--- src/rtl/ictl_pkg.sv ---
// Package: shared opcode encoding and sizes for the instruction controller.
// Assumes the opcode field is four bits wide and the nine opcodes are dense from 0.
package ictl_pkg;
    localparam int NUM_OPS = 9;
    localparam int OP_W    = 4;

    typedef enum logic [OP_W-1:0] {
        OP_SETWIN  = 4'd0,
        OP_SELPE   = 4'd1,
        OP_WWRITE  = 4'd2,
        OP_PTRLD   = 4'd3,
        OP_RESLD   = 4'd4,
        OP_ACCCLR  = 4'd5,
        OP_PTRINC  = 4'd6,
        OP_CALC    = 4'd7,
        OP_CALCINC = 4'd8
    } ictl_op_e;
endpackage

--- src/rtl/ictl_decode.sv ---
// Module: combinational opcode decoder.
// Turns a qualified host write into a one-hot hit vector, one bit per opcode.
// Assumes: opcodes at or above NUM_OPS decode to no hit.
module ictl_decode
    import ictl_pkg::*;
#(
    parameter int N_OPS = NUM_OPS
) (
    input  logic            sel,
    input  logic            wr,
    input  logic [OP_W-1:0] opc,
    output logic            accept,
    output logic [N_OPS-1:0] hit
);
    // The host write is qualified by both select and write.
    assign accept = sel & wr;

    // One comparator per opcode; out-of-range codes match none.
    for (genvar k = 0; k < N_OPS; k++) begin : g_hit
        assign hit[k] = accept && (opc == OP_W'(k));
    end
endmodule

--- src/rtl/ictl_strobe.sv ---
// Module: strobe register stage.
// Registers the decoded hits into single-cycle strobes and derives the MAC enable.
// Assumes: the hit vector is one-hot or zero, so the strobes stay so.
module ictl_strobe
    import ictl_pkg::*;
#(
    parameter int N_OPS = NUM_OPS
) (
    input  logic             clk,
    input  logic             rst_n,
    input  logic [N_OPS-1:0] hit,
    output logic [N_OPS-1:0] stb,
    output logic             mac_go
);
    logic mac_hit;

    // A calculate of either form enables the MAC units.
    assign mac_hit = hit[OP_CALC] | hit[OP_CALCINC];

    // Each hit becomes a strobe lasting one cycle.
    always_ff @(posedge clk) begin
        if (!rst_n) begin
            stb    <= '0;
            mac_go <= 1'b0;
        end else begin
            stb    <= hit;
            mac_go <= mac_hit;
        end
    end
endmodule

--- src/rtl/ictl_ptr.sv ---
// Module: shared weight-memory address pointer.
// It loads, advances, and delays by one cycle the advance that belongs to a fused calculate.
// Assumes: ld, inc and fuse are mutually exclusive within one cycle.
module ictl_ptr #(
    parameter int PTR_W = 8
) (
    input  logic             clk,
    input  logic             rst_n,
    input  logic             ld,
    input  logic [PTR_W-1:0] ld_val,
    input  logic             inc,
    input  logic             fuse,
    output logic [PTR_W-1:0] ptr
);
    logic             pend;
    logic [PTR_W-1:0] base;
    logic [PTR_W-1:0] nxt;

    // Fold in the step left over from last cycle's fused calculate.
    always_comb begin
        base = pend ? ptr + PTR_W'(1) : ptr;
        if (ld)
            nxt = ld_val;
        else if (inc)
            nxt = base + PTR_W'(1);
        else
            nxt = base;
    end

    // Pointer and pending-step registers.
    always_ff @(posedge clk) begin
        if (!rst_n) begin
            ptr  <= '0;
            pend <= 1'b0;
        end else begin
            ptr  <= nxt;
            pend <= fuse;
        end
    end
endmodule

--- src/rtl/ictl_operands.sv ---
// Module: operand latches.
// Holds the last accepted data word, the scaling window and the selected element.
// Assumes: valid_any is high only for an accepted opcode within range.
module ictl_operands #(
    parameter int DATA_W = 16,
    parameter int WIN_W  = 5,
    parameter int NSEL_W = 5
) (
    input  logic              clk,
    input  logic              rst_n,
    input  logic              valid_any,
    input  logic              set_win,
    input  logic              set_nsel,
    input  logic [DATA_W-1:0] din,
    output logic [DATA_W-1:0] op_data,
    output logic [WIN_W-1:0]  win_val,
    output logic [NSEL_W-1:0] nsel_val
);
    // The broadcast data word follows every valid instruction.
    always_ff @(posedge clk) begin
        if (!rst_n)
            op_data <= '0;
        else if (valid_any)
            op_data <= din;
    end

    // Window and element selection change only on their own opcodes.
    always_ff @(posedge clk) begin
        if (!rst_n) begin
            win_val  <= '0;
            nsel_val <= '0;
        end else begin
            if (set_win)
                win_val <= din[WIN_W-1:0];
            if (set_nsel)
                nsel_val <= din[NSEL_W-1:0];
        end
    end
endmodule

--- src/rtl/ictl_top.sv ---
// Module: instruction controller top.
// Decodes host writes, drives the MAC-array strobes, and keeps the pointer and operands.
// Assumes: one instruction at most per clock, sampled on the rising edge.
module ictl_top
    import ictl_pkg::*;
#(
    parameter int ADDR_W = 16,
    parameter int DATA_W = 16,
    parameter int PTR_W  = 8,
    parameter int WIN_W  = 5,
    parameter int NSEL_W = 5
) (
    input  logic               clk,
    input  logic               rst_n,
    input  logic               sel,
    input  logic               wr,
    input  logic [ADDR_W-1:0]  addr,
    input  logic [DATA_W-1:0]  din,
    output logic [NUM_OPS-1:0] ctl_stb,
    output logic               mac_go,
    output logic [PTR_W-1:0]   wptr,
    output logic [DATA_W-1:0]  op_data,
    output logic [WIN_W-1:0]   win_val,
    output logic [NSEL_W-1:0]  nsel_val
);
    logic               accept;
    logic [NUM_OPS-1:0] hit;
    logic               valid_any;

    ictl_decode #(.N_OPS(NUM_OPS)) u_dec (
        .sel    (sel),
        .wr     (wr),
        .opc    (addr[OP_W-1:0]),
        .accept (accept),
        .hit    (hit)
    );

    // Any in-range opcode counts as a valid instruction.
    assign valid_any = |hit;

    ictl_strobe #(.N_OPS(NUM_OPS)) u_stb (
        .clk    (clk),
        .rst_n  (rst_n),
        .hit    (hit),
        .stb    (ctl_stb),
        .mac_go (mac_go)
    );

    ictl_ptr #(.PTR_W(PTR_W)) u_ptr (
        .clk    (clk),
        .rst_n  (rst_n),
        .ld     (hit[OP_PTRLD]),
        .ld_val (din[PTR_W-1:0]),
        .inc    (hit[OP_PTRINC]),
        .fuse   (hit[OP_CALCINC]),
        .ptr    (wptr)
    );

    ictl_operands #(.DATA_W(DATA_W), .WIN_W(WIN_W), .NSEL_W(NSEL_W)) u_opr (
        .clk       (clk),
        .rst_n     (rst_n),
        .valid_any (valid_any),
        .set_win   (hit[OP_SETWIN]),
        .set_nsel  (hit[OP_SELPE]),
        .din       (din),
        .op_data   (op_data),
        .win_val   (win_val),
        .nsel_val  (nsel_val)
    );
endmodule

--- config.mk ---
export PLATFORM = sky130hd
export DESIGN_NAME = ictl_top
export DESIGN_NICKNAME = d
export VERILOG_FILES = /design/src/rtl/ictl_pkg.sv /design/src/rtl/ictl_decode.sv /design/src/rtl/ictl_strobe.sv /design/src/rtl/ictl_ptr.sv /design/src/rtl/ictl_operands.sv /design/src/rtl/ictl_top.sv
export SDC_FILE = /design/constraint.sdc
export NUM_CORES = 1
export LEC_CHECK = 0
export CAP_MARGIN = 40
export CORE_UTILIZATION = 39
export CTS_BUF_LIST = sky130_fd_sc_hd__clkbuf_8 sky130_fd_sc_hd__clkbuf_16
export DETAILED_ROUTE_END_ITERATION = 8
export GPL_ROUTABILITY_DRIVEN = 1
export HOLD_SLACK_MARGIN = 0.03
export PLACE_DENSITY = 0.76
export SYNTH_ARGS = -nofsm -noshare
export SYNTH_HDL_FRONTEND = slang
export SYNTH_SLANG_ARGS = --single-unit
--- constraint.sdc ---
create_clock -name clk -period 1.9 [get_ports clk]
set_clock_uncertainty 0.1 [all_clocks]
set_input_delay 0.285 -clock clk [delete_from_list [all_inputs] [get_ports clk]]
set_output_delay 0.285 -clock clk [all_outputs]
set_load 0.05 [all_outputs]
Word level (Yosys, flattened, before mapping)
Cells that the tools add are included.
W data, S select, Z words.
{"block": "word_totals", "ff_bits": 45, "input_bits": 36, "out_inout_bits": 44}
{"block": "op_classes", "n_addsub": 2, "eq_ne": 8, "n_mux": 3, "bitwise_logic": 2, "reduce_logical": 11}
{"cell": "$mux W8", "n": 3}
{"cell": "$add A8 B1 Y8 const B", "n": 2}
{"cell": "$eq A4 B3 Y1 const B", "n": 4}
{"cell": "$logic_and A1 B1 Y1", "n": 9}
{"cell": "$reduce_or A9 Y1", "n": 1}
{"cell": "$eq A4 B2 Y1 const B", "n": 2}
{"cell": "$eq A4 B1 Y1 const B", "n": 1}
{"cell": "$eq A4 B4 Y1 const B", "n": 1}
{"cell": "$logic_not A4 Y1", "n": 1}
{"cell": "$and A1 B1 Y1", "n": 1}
{"cell": "$or A1 B1 Y1", "n": 1}

Longest topological paths before layout
Gate-level depths: netlist of run 1.
{"block": "depth", "depth_word": 5, "mapped_depth": 7}

Hierarchy
Synthesis of run 1 repeated with hierarchy kept, for this count alone.
{"block": "unflattened", "cells_unflattened": 216, "hier_area_um2": 2149.6}
{"mod": "ictl_operands", "n_inst": 1, "cells_per_inst": 84, "area_per_inst_um2": 992.2}
{"mod": "ictl_ptr", "n_inst": 1, "cells_per_inst": 92, "area_per_inst_um2": 750.7}
{"mod": "ictl_strobe", "n_inst": 1, "cells_per_inst": 20, "area_per_inst_um2": 264.0}
{"mod": "ictl_decode", "n_inst": 1, "cells_per_inst": 16, "area_per_inst_um2": 122.6}
{"mod": "ictl_top", "n_inst": 1, "cells_per_inst": 4, "area_per_inst_um2": 20.0}

Worst setup path before layout of run 1
Ideal clock, no wire load.
{"block": "synth_timing", "kind": "flip-flop to flip-flop", "start": "register u_ptr.ptr[0]", "end": "register u_ptr.ptr[7]", "setup_ns": 0.087, "arrival_time_ns": 2.083, "t_required_ns": 1.713, "slack_ns": -0.370, "stages_incl_launch_ff": 7, "period_less_slack_ns": 2.270, "path_cell_list": "dfxtp_1 ha_1 nor4bb_1 o2111a_2 o211ai_2 o31a_1 o31ai_1"}
{"block": "synth_via", "elab_chain_cells": 5}
{"item": "from (decl)", "line_no": "ictl_ptr.sv:13", "source": "output logic [PTR_W-1:0] ptr"}
{"item": "from (signal assigned)", "line_no": "ictl_ptr.sv:36", "source": "ptr <= nxt;"}
{"item": "$add A8 B1 Y8", "line_no": "ictl_ptr.sv:21", "source": "base = pend ? ptr + PTR_W'(1) : ptr;"}
{"item": "$mux W8 *", "line_no": "ictl_ptr.sv:21"}
{"item": "$add A8 B1 Y8", "line_no": "ictl_ptr.sv:25", "source": "nxt = base + PTR_W'(1);"}
{"item": "$mux W8 *", "line_no": "ictl_ptr.sv:24", "source": "else if (inc)"}
{"item": "$mux W8 *", "line_no": "ictl_ptr.sv:22", "source": "if (ld)"}
Mark *: on every way between the ends. The rest lies on a longest branch, timed or not.
A chain may end at the register's enable or synchronous reset.

Worst setup path in the final report of run 1
{"block": "layout_timing", "start": "register u_ptr.ptr[1]", "end": "register u_ptr.ptr[7]"}
Same word-level chain as after synthesis.

==> out/qor.txt, run 1 <==
Flop pwr share -> 52.6%
Hold path start -> u_opr.op_data[4]$_SDFFE_PN0P_
Worst path cell trace -> ha_4 > or3b_4 > nor4_4 > o211ai_2 > o31a_1 > o31ai_1
Register bit total from synthesis -> 44
Final setup viols -> 3
Initial Util -> 41.51%
Crit start category -> flip-flop
Max transition margin -> 65.55%
Least-Margin Pin Slew -> 0.5151 ns
Remaining Overflow, GRT -> 0
Post-synth ARST share -> 0%
Internal power -> 1.345 mW
Leak pwr -> 1.160 nW
Comb power frac -> 14.5%
Final nets -> 349
Slowest library cell on the worst path -> or3b_4
Layout area overhead -> 50.38%
Largest net degree at the start of global routing -> 27
Syn_area_per_cell -> 8.926 um^2
Post-synth EDFFs -> 0
Largest cells by area after synthesis -> dfxtp_1, nand2_1, a21boi_0
Post-Synthesis Cell Area -> 1999 um^2
Synth area leader -> dfxtp_1
Final Cell Area -> 3007 um^2
Die span in x -> 73.60 um
Buf/Inv on CP -> 0
Final wirelength -> 4.770 mm
Min-Delay Path Class -> reg -> reg
Mapped Cells -> 224
Placed instance count -> 371
NetSw -> 0.4518 mW
Worst Setup SP -> u_ptr.ptr[1]$_SDFF_PN0_
# rows -> 25
Layout cell share with drive strength beyond 1 -> 22.12%
Crit path DAT -> 2.07 ns
Clk root buf -> clkbuf_8
Worst Slack Setup Final -> -0.06546 ns
Vias in the first global route -> 1667
N_diodes -> 0
Layout Utilization -> 62.42%
Boundary pin count -> 80
Synthesis Warnings -> 0
Fin. max-slew vios -> 0
Clk_lat worst skew -> 0.28 ns
Register area share after synthesis -> 44.06%
Violated checks -> setup timing
Drt drc -> 0
CTS Sinks -> 44
Non-filler cells, final -> 379
Global-route wire length before repair -> 7.521 mm
Top delay family on crit path -> compound AO/OA/AOI/OAI gates
Antenna viol nets, final -> 0
Initial antenna violation count -> 0
Total track usage -> 18.12%
Vias per inst -> 4.704
R2R Path Start -> u_ptr.ptr[1]$_SDFF_PN0_
Via count -> 1783
Switching portion of total power -> 25.14%
RSZ-0062 raised after global routing -> true
Clock transition at path regs -> 0.08 ns
Post-synth top area share -> 44.06%
Count leader, synth -> nand2_1
Max-cap viol count -> 0
Required @ worst endpoint -> 2.01 ns
Clock Power Share -> 32.9%
DPL Wire Length -> 3.600 mm
Top_reg_cell synth -> dfxtp_1
PwrDens -> 597.7 nW/um^2
Core area -> 4817 um^2
Mapped Nets -> 262
Crit Path Max Fanout -> 3
Port bufs -> 67
Status -> complete, but fails checks
Worst VDD drop -> 0.4546 mV
Routability cong. -> 0.8506
H-tree Lvls -> 2
Crit Path Class -> reg -> reg
DRT iter0 DRCs -> 54
Worst path max stage delay -> 0.38 ns
Fin crit period -> 1.965 ns
Die area -> 5417 um^2
CTS buffer count -> 5
CTS tree -> done
Routed length per instance -> 12.59 um
Clock Tree Buf Depth -> 2
Count of cell types in the netlist -> 40
Crit end category -> flip-flop
Post-CTS Hold Fix Bufs -> 0
Max Freq -> 508.8 MHz
Chip height -> 73.60 um
Final hold viol count -> 0
Commonest cells in the synthesized netlist -> nand2_1, dfxtp_1, a21boi_0
Final Cycle Share -> 103.4%
Area after DPL -> 2883 um^2
Detailed Routing Iterations Pass 1 -> 4
power by group through the flow:
stage	clock, mW	combinational, mW	sequential (mW)
detailed placement	0	0.258	0.967
CTS	0.613	0.259	0.946
floorplan	0	0.0695	1.03
global placement	0	0.256	0.967
global route	0.654	0.278	0.948
finish	0.592	0.260	0.945
registers in the layout, summed over array words and instances (netlist names):
name	flops
u_opr.op_data	16
u_stb.stb	9
u_ptr.ptr	8
u_opr.nsel_val	5
u_opr.win_val	5
u_stb.mac_go	1
metrics by stage:
step	TNS [ns]	power, mW	setup WS, ns	hold slack (ns)
after global placement	-2.954	1.223	-0.2456	0.3488
after detailed placement	-3.505	1.225	-0.2367	0.3584
after CTS	-0.1089	1.818	-0.08253	0.3703
after global routing	-0.3674	1.880	-0.1479	0.3888
final	-0.1150	1.797	-0.06546	0.3657
after floorplan	-0.08902	1.096	-0.08902	0.2689
logic make-up (layout without fill, tap and decap cells):
family	Yosys count	after routing	share of synthesized area (%)
XOR/XNOR	13	13	6.633
AND/OR/NAND/NOR	108	108	27.85
multiplexers	7	7	3.567
adder cells (fa/ha/maj)	2	2	1.251
AO/OA/AOI/OAI	36	36	13.45
flip-flops	44	44	44.05
buffers and inverters	14	102	3.191
layout by cell type (no fill, tap or decap), types with 2 or more instances in the layout:
cell / instances
nor2_1: 7
xor2_1: 4
nor3_1: 4
nand2b_1: 5
dfxtp_1: 40
nor4_1: 2
dfxtp_4: 2
xnor2_1: 6
mux2i_1: 6
a21boi_0: 21
nor3_2: 2
clkbuf_8: 6
nor2b_1: 7
o31ai_1: 3
o21ai_0: 5
buf_4: 40
nand3_1: 11
nand2_1: 51
dfxtp_2: 2
and2_1: 5
nand4_1: 2
clkdlybuf4s50_1: 53
inv_1: 2
path summary, 6_finish.rpt:
path	depth (start not counted)	to	slack [ns]
setup / recovery	6	u_ptr.ptr[7]$_SDFF_PN0_	-0.07
hold / removal	2	u_opr.op_data[4]$_SDFFE_PN0P_	0.37
hold reg to reg	2	u_opr.op_data[4]$_SDFFE_PN0P_	0.37
setup reg to reg	6	u_ptr.ptr[7]$_SDFF_PN0_	-0.07
final cells by class:
type / instances / area (um^2)
Inverter: 1 / 3.754
Sequential cell: 44 / 890.9
Tap cell: 67 / 83.83
Clock buffer: 6 / 82.58
Fill cell: 441 / 1810
Timing Repair Buffer: 93 / 830.8
Clock inverter: 2 / 10.01
Multi-Input combinational cell: 166 / 1105
worst register-to-register path, cell delays in order (launching register included):
cell and delay [ns]:
dfxtp_4 0.35, ha_4 0.26, or3b_4 0.38, nor4_4 0.19
o211ai_2 0.15, o31a_1 0.25, o31ai_1 0.20
what timing repair did:
item                                    in CTS  in global routing
cloned                                       0                  0
buffers inserted                             0                  0
endpoints found under the setup margin       3                  6
gates resized for setup                      1                  6
pin swaps                                    0                  4
layer usage:
layer / track usage, % / routed length (um) / vias to the layer above
met5: 0 / 0 / -
met4: 5.769 / 37 / 0
met3: 3.841 / 163 / 4
met2: 29.87 / 2336 / 33
met1: 23.62 / 2232 / 814
li1: - / - / 932
No activity file was read; power rests on OpenSTA's default activity.
==> run 2: changes to the inputs <==
Settings changed: PLACE_DENSITY 0.76 to default, PLACE_DENSITY_LB_ADDON from default to 0.25.
==> out/qor.txt, run 2 (synthesized netlist as in run 1, its figures left out) <==
Status -> complete, but fails checks
Violated checks -> setup timing
Clock Tree Buf Depth -> 2
Die span in x -> 73.60 um
Chip height -> 73.60 um
PwrDens -> 605.9 nW/um^2
Multi-input gate area -> 1102 um^2
Max Freq -> 485.8 MHz
Routed length per instance -> 13.09 um
Final Cell Area -> 3013 um^2
Worst Slack Setup Final -> -0.1584 ns
Global-route wire length before repair -> 7.941 mm
Vias per inst -> 4.785
N_diodes -> 0
Crit start category -> flip-flop
Comb power frac -> 14.3%
DRT iter0 DRCs -> 52
Crit path DAT -> 2.17 ns
Clock transition at path regs -> 0.08 ns
Fin. max-slew vios -> 0
RSZ-0062 raised after global routing -> true
Core area -> 4817 um^2
Hold slack -> 0.3635 ns
Placed instance count -> 369
CTS buffer count -> 5
Routability cong. -> 0.7931
Clk_lat worst skew -> 0.29 ns
Layout cell share with drive strength beyond 1 -> 22.26%
Remaining Overflow, GRT -> 0
Least-Margin Pin Slew -> 0.5193 ns
Final wirelength -> 4.936 mm
Final nets -> 349
Largest net degree at the start of global routing -> 24
Crit Path Max Fanout -> 3
Min-Delay Path Class -> reg -> reg
Initial Util -> 41.51%
Initial antenna violation count -> 0
Leak pwr -> 1.190 nW
Die area -> 5417 um^2
Top Registers -> u_opr.op_data x16, u_stb.stb x9, u_ptr.ptr x8
Antenna viol nets, final -> 0
Via count -> 1804
H-tree Lvls -> 2
Area after DPL -> 2868 um^2
Switching portion of total power -> 24.38%
Crit end category -> flip-flop
Port bufs -> 67
Detailed Routing Iterations Pass 1 -> 4
Fillers -> 440
Crit Path Class -> reg -> reg
Clock Power Share -> 33.8%
Drt drc -> 0
Non-filler cells, final -> 377
Most common cell after layout, fill and taps aside -> clkdlybuf4s50_1
Commonest cells after routing, fill and taps aside -> clkdlybuf4s50_1, nand2_1, buf_4, dfxtp_1, a21boi_0
Required @ worst endpoint -> 2.01 ns
Max-cap viol count -> 0
Worst VDD drop -> 0.5494 mV
DPL Wire Length -> 3.623 mm
CTS tree -> done
Internal power -> 1.380 mW
Final setup viols -> 3
# rows -> 25
Layout area overhead -> 50.69%
Final hold viol count -> 0
Max transition margin -> 65.27%
Flop pwr share -> 51.8%
Storage element area -> 892.1 um^2
Biggest register -> u_opr.op_data
Boundary pin count -> 80
Fin crit period -> 2.058 ns
Vias in the first global route -> 1777
Total track usage -> 19.43%
Largest register FFs -> 16
NetSw -> 0.4450 mW
Final Cycle Share -> 108.3%
Post-CTS Hold Fix Bufs -> 0
CTS Sinks -> 44
Clk root buf -> clkbuf_8
## run 2: worst paths after layout
path | start | to | slack [ns] | cells after the start
setup / recovery | u_ptr.ptr[1]$_SDFF_PN0_ | u_ptr.ptr[7]$_SDFF_PN0_ | -0.16 | 6
hold / removal | u_opr.op_data[15]$_SDFFE_PN0P_ | u_opr.op_data[15]$_SDFFE_PN0P_ | 0.36 | 2
setup reg to reg | u_ptr.ptr[1]$_SDFF_PN0_ | u_ptr.ptr[7]$_SDFF_PN0_ | -0.16 | 6
hold reg to reg | u_opr.op_data[15]$_SDFFE_PN0P_ | u_opr.op_data[15]$_SDFFE_PN0P_ | 0.36 | 2
## run 2: power by group through the flow
stage,logic [mW],clock network (mW),registers [mW]
4_1_cts,0.261,0.641,0.946
6_report,0.262,0.618,0.946
3_5_place_dp,0.259,0,0.967
3_3_place_gp,0.258,0,0.967
5_1_grt,0.281,0.682,0.948
2_1_floorplan,0.0695,0,1.03
## run 2: worst max-delay path: stages, from the launching register on
cell      delay, ns
dfxtp_4        0.35
ha_4           0.26
or3b_4         0.39
nor4_4         0.22
o211ai_2       0.16
o31a_1         0.28
o31ai_2        0.22
## run 2: per-stage QoR
step	TNS, ns	power, mW	setup slack (ns)	util, %
5_1_grt	-0.5656	1.910	-0.2263	62.55
4_1_cts	-0.1631	1.849	-0.1631	61.58
3_3_place_gp	-2.923	1.224	-0.2186	59.53
3_5_place_dp	-4.048	1.226	-0.3010	59.53
6_report	-0.2786	1.825	-0.1584	62.55
2_1_floorplan	-0.08902	1.096	-0.08902	-
## run 2: layer usage
metal / vias to the layer above / GRT usage [%] / wire (um)
met5: - / 0 / 0
met4: 0 / 7.051 / 101
met3: 8 / 6.173 / 270
met2: 47 / 31.60 / 2313
met1: 820 / 24.04 / 2251
li1: 929 / - / -
## run 2: cell type report
type	count	area share [%]
Multi-Input combinational cell	166	36.59
Sequential cell	44	29.61
Timing Repair Buffer	93	27.78
Clock buffer	6	3.115
Tap cell	67	2.782
Inverter	1	0.1246
## run 2: what timing repair did
item                       CTS  global route
setup buffers                0             2
setup endpoints to repair    1             9
pin swaps                    0             1
resized for setup            1             9
